## src/rtl/clkreg_shadow_ctrl.sv

```systemverilog
module clkreg_shadow_ctrl #(
  parameter int NUM_REGS  = 20,
  parameter int CLK_REGS  = 8,
  parameter int DW        = 8,
  parameter int HALT_ADDR = 12,
  parameter int HALT_BIT  = 6,
  localparam int AW = $clog2(NUM_REGS)
) (
  input  logic                   clk,
  input  logic                   rst_n,
  input  logic                   bus_addr_ld,
  input  logic [AW-1:0]          bus_addr,
  input  logic                   bus_start,
  input  logic                   bus_rnw,
  input  logic                   bus_stop,
  input  logic                   bus_wr,
  input  logic [DW-1:0]          bus_wdata,
  input  logic                   bus_rd,
  output logic [DW-1:0]          rd_data,
  output logic [AW-1:0]          ptr,
  input  logic                   upd_tick,
  input  logic                   cnt_load,
  input  logic [CLK_REGS*DW-1:0] cnt_next,
  output logic [CLK_REGS*DW-1:0] int_time,
  input  logic                   pwr_fail,
  output logic                   halt_flag,
  output logic                   hold_active,
  output logic                   div_rst
);
  localparam int CW = $clog2(CLK_REGS);
  localparam logic [AW-1:0] CLK_LIM = AW'(CLK_REGS);
  localparam logic [AW-1:0] LAST    = AW'(NUM_REGS - 1);
  localparam logic [AW-1:0] HADDR   = AW'(HALT_ADDR);

  logic [DW-1:0] ureg [NUM_REGS];
  logic [DW-1:0] ireg [CLK_REGS];
  logic          rd_mode, pend;
  logic [DW-1:0] rd_byte;

  wire wr_en   = bus_wr & ~bus_addr_ld;
  wire clk_hit = ptr < CLK_LIM;
  wire blocked = hold_active | halt_flag;
  wire xfer    = (upd_tick | pend) & ~blocked;
  wire step    = (bus_rd | bus_wr) & ~bus_addr_ld;

  assign hold_active = rd_mode & clk_hit;

  for (genvar g = 0; g < CLK_REGS; g++) begin : g_out
    assign int_time[g*DW +: DW] = ireg[g];
  end

  always_comb begin
    rd_byte = ureg[ptr];
    if (ptr == HADDR) rd_byte[HALT_BIT] = halt_flag;
  end

  always_ff @(posedge clk or negedge rst_n) begin
    if (!rst_n) begin
      for (int i = 0; i < NUM_REGS; i++) ureg[i] <= '0;
      for (int i = 0; i < CLK_REGS; i++) ireg[i] <= '0;
    end else begin
      if (xfer)
        for (int i = 0; i < CLK_REGS; i++) ureg[i] <= ireg[i];
      if (wr_en) ureg[ptr] <= bus_wdata;
      if (cnt_load)
        for (int i = 0; i < CLK_REGS; i++) ireg[i] <= cnt_next[i*DW +: DW];
      if (wr_en && clk_hit) ireg[ptr[CW-1:0]] <= bus_wdata;
    end
  end

  always_ff @(posedge clk or negedge rst_n) begin
    if (!rst_n) begin
      ptr       <= '0;
      rd_mode   <= 1'b0;
      pend      <= 1'b0;
      halt_flag <= 1'b0;
      div_rst   <= 1'b0;
      rd_data   <= '0;
    end else begin
      if (bus_addr_ld)  ptr <= (bus_addr <= LAST) ? bus_addr : '0;
      else if (step)    ptr <= (ptr == LAST) ? '0 : ptr + 1'b1;

      if (bus_stop)       rd_mode <= 1'b0;
      else if (bus_start) rd_mode <= bus_rnw;

      pend <= blocked & (pend | upd_tick);

      if (pwr_fail)                  halt_flag <= 1'b1;
      else if (wr_en && ptr == HADDR) halt_flag <= bus_wdata[HALT_BIT];

      div_rst <= wr_en & clk_hit;

      if (bus_rd && !bus_addr_ld) rd_data <= rd_byte;
    end
  end
endmodule


```

## config.mk

```make
export PLATFORM = sky130hd
export DESIGN_NAME = clkreg_shadow_ctrl
export DESIGN_NICKNAME = d
export VERILOG_FILES = /design/src/rtl/clkreg_shadow_ctrl.sv
export SDC_FILE = /design/constraint.sdc
export NUM_CORES = 1
export LEC_CHECK = 0
export BUFFER_PORTS_ARGS = -buffer_cell sky130_fd_sc_hd__buf_2
export CORE_UTILIZATION = 55
export DETAILED_ROUTE_END_ITERATION = 8
export PLACE_DENSITY_LB_ADDON = 0.3
export RECOVER_POWER = 100
export SYNTH_ARGS = -nofsm -noshare
export SYNTH_HDL_FRONTEND = slang
export SYNTH_SLANG_ARGS = --single-unit
```

## constraint.sdc

```tcl
create_clock -name clk -period 5.4 [get_ports clk]
set_input_delay 1.08 -clock clk [delete_from_list [all_inputs] [get_ports clk]]
set_output_delay 1.08 -clock clk [all_outputs]
set_load 0.02 [all_outputs]
```

# Word level (Yosys, flattened, before mapping)
# Cells that the tools add are included.
[totals] out_inout_bits=80 regBits=241 in_bits=88
[classes] magnitude_cmp=6 n_bitwise=13 add_sub_neg=1 reduce_logical=9 eq_ne=2 n_mux=22
[ops] operator="2-to-1 mux 64 bit" n=3
[ops] operator="bitwise mux 160 bit" n=1
[ops] operator="2-to-1 mux 160 bit" n=1
[ops] operator="bitwise mux 64 bit" n=1
[ops] operator="binary-select mux 8 bit (select 5 bit)" n=1
[ops] operator="demux 8 bit (select 5 bit)" n=1
[ops] operator="2-to-1 mux 8 bit" n=4
[ops] operator="demux 8 bit (select 3 bit)" n=1
[ops] operator="2-to-1 mux 5 bit" n=4
[ops] operator="AND 1 bit" n=6
[ops] operator=">= comparator 6 bit, second input constant" n=1
[ops] operator="< comparator 6 x 1 -> 1 bit, second input constant" n=1
[ops] operator="NOT 5 -> 6 bit" n=1
[ops] operator="nonzero test 2 bit" n=3
[ops] operator="adder 5 x 1 -> 5 bit, second input constant" n=1
[ops] operator="== test 5 x 4 -> 1 bit, second input constant" n=1
[ops] operator="== test 5 bit, second input constant" n=1
[ops] operator="<= comparator 5 bit, second input constant" n=1
[ops] operator="logical AND 1 bit" n=5
[ops] operator="< comparator 5 x 4 -> 1 bit, second input constant" n=1
[ops] operator="2-to-1 mux 1 bit" n=5
[ops] operator=">= comparator 4 bit, second input constant" n=1
[ops] operator="< comparator 4 x 1 -> 1 bit, second input constant" n=1
[ops] operator="NOT 3 -> 4 bit" n=1
[ops] operator="3 further kinds" n=6

# Depth between registers and ports, before layout
# Gate-level depths: netlist of run 1.
[depth] depth_word=8 depth_mapped=8 depth_no_buf=6

# Worst setup path before layout of run 1
# No wires, ideal clock.
[synth_path] kind="input to register" startpoint="in bus_wr" endpoint="reg with a tool-made name" t_arrival_ns=2.124 stages=4 setup_ns=0.128 setup_slack_ns=3.149 path_cell_list="nor2b_2 > nand2_1 > nor3_4 > mux2_1"
[synth_rtl] element="start: declaration" line="16" text="input logic bus_wr,"

# Final worst setup path of run 1
[layout_path] startpoint="reg ptr[0]" endpoint="out ptr[0]"
[layout_rtl] element="start: declaration" line="20" text="output logic [AW-1:0] ptr,"
[layout_rtl] element="start signal: assignment" line="80" text="if (bus_addr_ld) ptr <= (bus_addr <= LAST) ? bus_addr : '0;"
[layout_rtl] element="start signal: assignment" line="81" text="else if (step) ptr <= (ptr == LAST) ? '0 : ptr + 1'b1;"
# No word-level cell between the ends.

==> impl_metrics.tcl, run 1 <==
set metrics [dict create \
    synth_flop_cell "dfrtp_1" \
    avgSynthCellArea_um2 11.2 \
    startpoint "ptr[0]" \
    synth_area_um2 11900 \
    start_kind "flop" \
    p_per_area_nw_per_um2 443 \
    fin_util_pct 63.5 \
    synth_top_area_cell "dfrtp_1" \
    cts-root-buf "clkbuf_16" \
    period_share_pct 75.1 \
    nFillCells 1694 \
    dr.first_iter.drc_count 605 \
    fmax_ghz 0.247 \
    drt_pass1_iterations 9 \
    area_delta_synth_final_pct 12.7 \
    antenna_found_initial 0 \
    nets 1274 \
    num_vias 8779 \
    path_class "reg -> out" \
    syn-num-nets 1156 \
    end_kind "output pin" \
    synthAdderAreaFrac_pct 0.420 \
    clock_latency_ns 0.53 \
    postCtsSetupRepairBufs 0 \
    cts_max_level 1 \
    cts-hold-fix-buffers 0 \
    die-height_um 149 \
    ant_nets 0 \
    layout.cells.non_filler 1476 \
    yosysWarnings 0 \
    path_buf_inv 1 \
    rsz0062_at_grt "no" \
    final-max-slew-violation-count 228 \
    die_area_um2 22300 \
    grt_pass1_vias 8614 \
    grt_overflow 0 \
    core_area_um2 21200 \
    cts_buffers 26 \
    path_clk_slew_ns 0.06 \
    power.share.clock_pct 30.6 \
    initial_core_util_pct 56.3 \
    power_switching_share_pct 31.2 \
    grt_first_pass_wirelength_mm 47.2 \
    ys_seq_area_share_pct 50.6 \
    timing.rr.start "ptr[0]" \
    synth_top_family_by_area "multiplexers" \
    relSlewSlack_pct -72.4 \
    hold_path.class "in -> async" \
    max_stage_delay_ns 2.09 \
    ys_seq_elements 241 \
    yosysMostFrequentCell "dfrtp_1" \
    crit_slowest_cell "dfrtp_1" \
    syn_inst 1064 \
    drt_wl_total_mm 30.2 \
    port_buffers 167 \
    dp_hpwl_mm 19.6 \
    fin_crit_ns 4.06 \
    status "finished with violations" \
    die_w_um 149 \
    wl_per_cell_um 20.5 \
    crit_chain "clkbuf_1" \
    skew_ns 0.0211 \
    cts.sinks 241 \
    grt_max_degree 179 \
    setup_viol 0 \
    fin_tns_setup_ns 0 \
    cellInternalPower_uw 4090 \
    maxCapViolCount 2 \
    synthTopCellsByArea "dfrtp_1, mux2i_1, mux2_2" \
    postCtsResizedCells 0 \
    async_flop_share_pct 100 \
    combPwrFrac_pct 23.8 \
    crit_family "flip-flops" \
    place_inst 1429 \
    cts_tree "yes" \
    failed_checks "max-capacitance violations, max-slew violations" \
    synth_edf_count 0 \
    ioPinCount 168 \
    synth_xor_area_share_pct 0 \
    gp_congestion 0.891 \
    yosysUniqueCellTypes 48 \
    fp-row-count 53 \
    power_frac_seq_pct 45.6 \
    cts_max_path_buffers 3 \
    yosysTopAreaCellShare_pct 50.6 \
    peakVddDrop_v 0.000235 \
    synth_mux_area_share_pct 26.7 \
    drc 0 \
    vias_per_cell 5.95 \
    switching_power_uw 1860 \
    power_uw 5950 \
    crit_fanout 48 \
    worstMarginPinSlew_ns 2.59 \
    diodes 0 \
    hold_viol 0 \
    gr-usage-all-layers_pct 27.6 \
    synthSimpleGateAreaFrac_pct 8.41 \
    cp.arrival_ns 2.98 \
    synth-compound-area-share_pct 9.68 \
    drive_gt1_share_pct 19.6 \
    power_leakage_uw 0.00608 \
    crit_required_ns 4.32 \
    synth_top_cells_by_count "dfrtp_1, mux2i_1, nor2_1" \
]
==> metal layers <==
layer	wire length (um)	global-route usage [%]	share of wire, %	vias to the layer above
li1	-	-	-	4024
met1	13300	39.4	44	4352
met2	14000	42.8	46	353
met3	2110	4.04	7.0	50
met4	872	10.2	2.9	0
met5	0	0	0	-
==> per-stage QoR <==
stage	setup slack [ns]	cell area [um^2]	hold slack [ns]
6_report	1.34	13400	0.489
5_1_grt	1.23	13400	0.503
4_1_cts	2.37	13600	0.490
3_5_place_dp	2.34	12700	0.476
3_3_place_gp	2.47	12700	0.468
2_1_floorplan	3.15	11900	0.458
==> power by group through the flow <==
| stage | Sequential, uW | Clock, uW | Combinational, uW |
|---|---|---|---|
| 3_5_place_dp | 2730 | 0 | 1440 |
| 6_report | 2710 | 1820 | 1410 |
| 3_3_place_gp | 2700 | 0 | 1400 |
| 5_1_grt | 2770 | 1930 | 1540 |
| 4_1_cts | 2700 | 1850 | 1460 |
| 2_1_floorplan | 2690 | 0 | 981 |
==> path summary, 6_finish.rpt <==
kind	endpoint	slack, ns	depth (start not counted)
setup / recovery	ptr[0]	1.34	1
hold / removal	asynchronous set/reset pin	0.49	1
setup reg to reg	rd_data[2]	1.39	6
hold reg to reg	rd_data[2]	0.49	1
max in group asynchronous	ureg[133]	2.15	2
min in group clk	rd_data[2]	0.49	1
==> cells in the final DEF (no fill, tap or decap), types with 10 or more instances in the layout <==
cell type,count
a21oi_1,93
mux2_1,15
clkbuf_1,81
nor2_1,104
o22ai_1,37
dfrtp_1,241
o21ai_0,53
clkinv_2,10
nand2_1,69
nand3_1,12
buf_2,87
mux2_2,80
clkbuf_16,27
mux2i_1,202
==> kinds of logic after synthesis <==
family	Yosys count
adders and majority gates	4
DFF	241
AOI/OAI and AO/OA	209
and+or+nand+nor	219
buffers and inverters	90
muxes	301
==> final cells by class <==
cell class              count  area [um^2]  share of cell area, %
flip-flops and latches    241         6030                   44.9
multi-input cells         733         5340                   39.8
repair buffers            175          807                   6.01
clock buffers              33          738                   5.50
well taps                 275          344                   2.56
clock inverters            14          149                   1.11
inverters                   5         18.8                  0.140
Power figures use the tool's default switching activity.
==> run 2, diff against run 1 <==
--- a/config.mk
+++ b/config.mk
@@ -5,6 +5,7 @@
 export SDC_FILE = /design/constraint.sdc
 export NUM_CORES = 1
 export LEC_CHECK = 0
+export ABC_AREA = 1
 export BUFFER_PORTS_ARGS = -buffer_cell sky130_fd_sc_hd__buf_2
 export CORE_UTILIZATION = 55
 export DETAILED_ROUTE_END_ITERATION = 8
==> constraint.sdc (replaced) <==
create_clock -name clk -period 3.85 [get_ports clk]
set_input_delay 0.77 -clock clk [delete_from_list [all_inputs] [get_ports clk]]
set_output_delay 0.77 -clock clk [all_outputs]
set_load 0.02 [all_outputs]
==> run 2 against run 1 <==
Net effect:
- the run ends with design-rule violations left
- cell count up 40%
- utilization decreased by 0.33 points
- register-to-register slack got worse by 0.71 ns
- worst setup slack got worse by 0.67 ns
- clock skew is 0.0093 ns lower
- synthesized cell count grew 56%
- die area is 4.6% higher
==> impl_metrics.tcl, run 2 <==
set metrics [dict create \
    grt_overflow 0 \
    postCtsResizedCells 0 \
    grt_max_degree 105 \
    place_inst 2021 \
    cts_buffers 26 \
    peakVddDrop_v 0.000358 \
    power_uw 8580 \
    ioPinCount 168 \
    synth_top_cells_by_count "nand2_1, dfrtp_1, inv_1" \
    fin_tns_setup_ns 0 \
    ys_seq_area_share_pct 48.4 \
    cts.sinks 241 \
    wl_met2_mm 16.8 \
    hold_viol 0 \
    cts_max_level 1 \
    initial_core_util_pct 56.6 \
    layout.cells.non_filler 2065 \
    dr.first_iter.drc_count 1185 \
    hold_path.class "in -> async" \
    maxCapViolCount 0 \
    clock_latency_ns 0.53 \
    port_buffers 167 \
    power_leakage_uw 0.00697 \
    drive_gt1_share_pct 10.3 \
    crit_required_ns 4.22 \
    syn-num-nets 1748 \
    nets 1861 \
    layout_commonest_cell "nand2_1" \
    crit_fanout 16 \
    cts_max_path_buffers 3 \
    grt_first_pass_wirelength_mm 58.1 \
    status "finished with violations" \
    reg2reg_depth 6 \
    worstSetupEndpoint "int_time[16]" \
    diodes 0 \
    die_area_um2 23300 \
    rsz0062_at_grt "no" \
    path_class "reg -> reg" \
    synth_top_area_cell "dfrtp_1" \
    start_kind "flop" \
    ant_nets 0 \
    synth_flop_cell "dfrtp_1" \
    synth_top_family_by_area "simple AND/OR/NAND/NOR gates" \
    fin_crit_ns 3.17 \
    synthTopCellsByArea "dfrtp_1, nand2_1, o21ai_0" \
    core_area_um2 22000 \
    setup_viol 0 \
    avgSynthCellArea_um2 7.53 \
    end_kind "flop" \
    path_clk_slew_ns 0.06 \
    die-height_um 153 \
    skew_ns 0.0118 \
    worstMarginPinSlew_ns 1.46 \
    failed_checks "design-rule violations" \
    p_per_area_nw_per_um2 617 \
    fmax_ghz 0.315 \
    yosysTopAreaCellShare_pct 48.4 \
    yosysMostFrequentCell "nand2_1" \
    async_flop_share_pct 100 \
    startpoint "ptr[4]" \
    wl_per_cell_um 18.0 \
    relSlewSlack_pct 2.48 \
    yosysUniqueCellTypes 35 \
    cp.arrival_ns 3.55 \
    gr-usage-all-layers_pct 31.8 \
    synthAdderAreaFrac_pct 0.401 \
    highest_layer "met4" \
    num_vias 11600 \
    cts-root-buf "clkbuf_16" \
    most-common-layout-cells "nand2_1, dfrtp_1, inv_1" \
    met3WireLength_mm 3.47 \
    vias_per_cell 5.64 \
    die_w_um 153 \
    synth_area_um2 12500 \
    synth_mux_area_share_pct 0 \
    synth-compound-area-share_pct 14.6 \
    wl_met1_mm 15.6 \
    cts_tree "yes" \
    rrSetupSlack_ns 0.68 \
    gp_congestion 0.910 \
    rr_endpoint "int_time[16]" \
    antenna_found_initial 0 \
    drc 4 \
    cts-hold-fix-buffers 0 \
    dp_hpwl_mm 24.6 \
    yosysWarnings 0 \
    period_share_pct 82.4 \
    area_delta_synth_final_pct 11.5 \
    syn_inst 1656 \
    drt_wl_total_mm 37.1 \
    drt_pass1_iterations 8 \
    timing.rr.start "ptr[4]" \
    synth_edf_count 0 \
    fp-row-count 54 \
    postCtsSetupRepairBufs 0 \
    final-max-slew-violation-count 0 \
    ys_seq_elements 241 \
    synthSimpleGateAreaFrac_pct 25.7 \
    synth_xor_area_share_pct 0.0702 \
    grt_pass1_vias 10700 \
]
==> run 2: changes by cell type in the layout (fill, tap and decap cells not counted), sizes merged, moves of 10 or more <==
cell / delta
o21ai: +150
clkbuf: +10
nand3: +78
nor2: +25
a21oi: -17
or2: +26
o22ai: -36
mux2: -95
inv: +218
mux2i: -202
nand2: +407
a31oi: +48
==> run 2: cell type report <==
| class | count | area, um^2 |
|---|---|---|
| Timing Repair Buffer | 181 | 848 |
| Sequential cell | 241 | 6030 |
| Clock buffer | 39 | 781 |
| Multi-Input combinational cell | 1094 | 5010 |
| Tap cell | 280 | 350 |
| Inverter | 225 | 852 |
| Clock inverter | 5 | 28.8 |
| Fill cell | 1990 | 8120 |
==> run 2: how the worst min path moves through the flow <==
stage	depth (start not counted)	slack [ns]	startpoint	endpoint
6_report	1	0.29	rst_n	asynchronous set/reset pin
5_1_grt	1	0.37	rst_n	asynchronous set/reset pin
4_1_cts	1	0.34	rst_n	asynchronous set/reset pin
3_5_place_dp	2	0.47	flop	flop
3_3_place_gp	2	0.46	flop	flop
2_1_floorplan	2	0.45	flop	flop
==> run 2: critical path, stage by stage (launching register included) <==
cell and delay [ns]:
dfrtp_1 0.48, nor2_1 0.78, nand2_1 0.41, nor2_1 0.54, nand2_1 0.51, nor2_1 0.22
a31oi_1 0.06
==> run 2: per-stage QoR <==
step,cell area (um^2),hold slack [ns],worst slack (ns),utilization [%]
2_1_floorplan,12500,0.445,1.88,-
3_3_place_gp,13300,0.458,1.36,60.3
3_5_place_dp,13300,0.465,1.33,60.3
4_1_cts,14100,0.338,0.771,64.0
5_1_grt,13900,0.373,0.573,63.2
6_report,13900,0.290,0.676,63.2
==> run 2: routing by layer <==
layer	track usage (%)	vias up
met5	0	-
met4	12.1	0
met3	5.75	85
met2	49.1	642
met1	44.7	5454
li1	-	5457
==> run 2: report_power, final <==
group	total (uW)	internal (uW)	switching, uW	leakage [uW]
clock	2410	1390	1020	0.000403
combinational	2440	852	1590	0.00358
sequential	3740	3310	432	0.00299
==> run 2: cells by family (layout without fill, tap and decap cells) <==
kind of cell,count (synthesis),after routing
simple gates,744,744
compound gates,345,345
buf+inv,321,450
flops,241,241
fa+ha+maj,4,4
xor+xnor,1,1
==> run 3, diff against run 2 <==
--- a/config.mk
+++ b/config.mk
@@ -7,7 +7,7 @@
 export LEC_CHECK = 0
 export ABC_AREA = 1
 export BUFFER_PORTS_ARGS = -buffer_cell sky130_fd_sc_hd__buf_2
-export CORE_UTILIZATION = 55
+export CORE_UTILIZATION = 53
 export DETAILED_ROUTE_END_ITERATION = 8
 export PLACE_DENSITY_LB_ADDON = 0.3
 export RECOVER_POWER = 100
==> constraint.sdc (replaced) <==
create_clock -name clk -period 2.9 [get_ports clk]
set_input_delay 0.58 -clock clk [delete_from_list [all_inputs] [get_ports clk]]
set_output_delay 0.58 -clock clk [all_outputs]
set_load 0.02 [all_outputs]
==> run 3 against run 2 <==
Net effect:
- combinational power increased by 35%
- worst setup slack got worse by 0.29 ns
- largest cell class unchanged
- the run ends with max-capacitance violations, max-slew violations left
- highest routed layer unchanged
- non-clock buffer count increased by 8
==> impl_metrics.tcl, run 3 (synthesis results as in run 2) <==
set metrics [dict create \
    startpoint "ptr[4]" \
    met3WireLength_mm 3.22 \
    antenna_found_initial 0 \
    ioPinCount 168 \
    relSlewSlack_pct -24.4 \
    path_clk_slew_ns 0.07 \
    cts_max_level 1 \
    path_class "reg -> out" \
    crit_chain "nor2_4 > nand2_1 > inv_1 > clkbuf_1" \
    dp_hpwl_mm 25.6 \
    wl_per_cell_um 18.0 \
    postCtsResizedCells 0 \
    power_switching_share_pct 35.3 \
    fp-row-count 55 \
    gp_congestion 0.946 \
    highest_layer "met4" \
    cellInternalPower_uw 7580 \
    whs_endpoint "rd_mode" \
    dr.first_iter.drc_count 1156 \
    vias_per_cell 5.51 \
    final-max-slew-violation-count 70 \
    crit_fanout 11 \
    ant_nets 0 \
    cts_max_path_buffers 3 \
    min_path_cells 2 \
    rrSetupSlack_ns 0.39 \
    wl_met1_mm 16.3 \
    area_delta_synth_final_pct 13.5 \
    start_kind "flop" \
    placed_area_um2 13400 \
    cts-root-buf "clkbuf_16" \
    fin_crit_ns 2.52 \
    reg2reg_depth 9 \
    hold_path.class "in -> reg" \
    holdCritStartpoint "bus_stop" \
    num_vias 11600 \
    initial_core_util_pct 54.6 \
    rsz0062_at_grt "no" \
    most-common-layout-cells "nand2_1, dfrtp_1, inv_1" \
    layout_commonest_cell "nand2_1" \
    status "finished with violations" \
    cts.sinks 241 \
    period_share_pct 86.8 \
    path_buf_inv 2 \
    switching_power_uw 4140 \
    failed_checks "max-capacitance violations, max-slew violations" \
    diodes 0 \
    nets 1869 \
    die_w_um 155 \
    drt_wl_total_mm 38.0 \
    cts_buffers 26 \
    port_buffers 167 \
    fmax_ghz 0.397 \
    drive_gt1_share_pct 11.5 \
    fin_area_um2 14200 \
    gr-usage-all-layers_pct 31.8 \
    power_leakage_uw 0.00708 \
    p_per_area_nw_per_um2 827 \
    die-height_um 155 \
    power_frac_seq_pct 42.5 \
    rr_endpoint "ureg[109]" \
    fin_tns_setup_ns 0 \
    cts_tree "yes" \
    drt_pass1_iterations 6 \
    hold_viol 0 \
    setup_viol 0 \
    wl_met2_mm 16.7 \
    power_uw 11700 \
    nFillCells 2093 \
    max_stage_delay_ns 0.52 \
    grt_first_pass_wirelength_mm 58.9 \
    clock_latency_ns 0.55 \
    timing.rr.start "ptr[4]" \
    peakVddDrop_v 0.000425 \
    postCtsSetupRepairBufs 0 \
    crit_family "simple AND/OR/NAND/NOR gates" \
    crit_required_ns 2.32 \
    combPwrFrac_pct 28.1 \
    end_kind "output pin" \
    fin_ws_ns 0.382 \
    cts-hold-fix-buffers 0 \
    drc 0 \
    core_area_um2 22800 \
    grt_overflow 0 \
    grt_max_degree 72 \
    cp.arrival_ns 1.94 \
    maxCapViolCount 1 \
    skew_ns 0.0167 \
    power.share.clock_pct 29.4 \
    worstMarginPinSlew_ns 1.87 \
    die_area_um2 24100 \
    place_ws_ns 0.661 \
    grt_pass1_vias 10600 \
    crit_slowest_cell "dfrtp_1" \
]
[run 3: per-stage QoR]
stage	cells	hold slack (ns)	utilization [%]
final	2109	0.189	62.0
after global placement	2062	0.456	58.8
after floorplan	1656	0.284	-
after global routing	2109	0.183	62.0
after CTS	2109	0.0352	62.7
after detailed placement	2062	0.464	58.8
[run 3: cell type report]
type	count	area (um^2)	share of cell area, %
Clock buffer	37	772	5.45
Clock inverter	10	121	0.857
Inverter	225	852	6.02
Multi-Input combinational cell	1094	5050	35.7
Sequential cell	241	6030	42.6
Tap cell	313	392	2.77
Timing Repair Buffer	189	933	6.59
[run 3: routing by layer]
| layer | global-route usage (%) | vias up |
|---|---|---|
| li1 | - | 5484 |
| met1 | 44.9 | 5415 |
| met2 | 49.2 | 604 |
| met3 | 4.62 | 109 |
| met4 | 13.3 | 0 |
| met5 | 0 | - |
[run 3: worst max-delay path by stage]
stage	to	slack, ns	cells past startpoint
global route	halt_flag	0.21	8
finish	hold_active	0.38	4
global placement	int_time[35]	0.73	5
floorplan	halt_flag	0.93	10
detailed placement	int_time[34]	0.66	5
CTS	hold_active	0.43	4
[run 3: power by group through the flow]
stage	Combinational (uW)	Sequential [uW]	Clock, uW
finish	3290	4980	3440
CTS	3310	4960	3450
detailed placement	3280	5000	0
floorplan	2200	4990	0
global placement	3180	4970	0
global route	3730	5080	3580
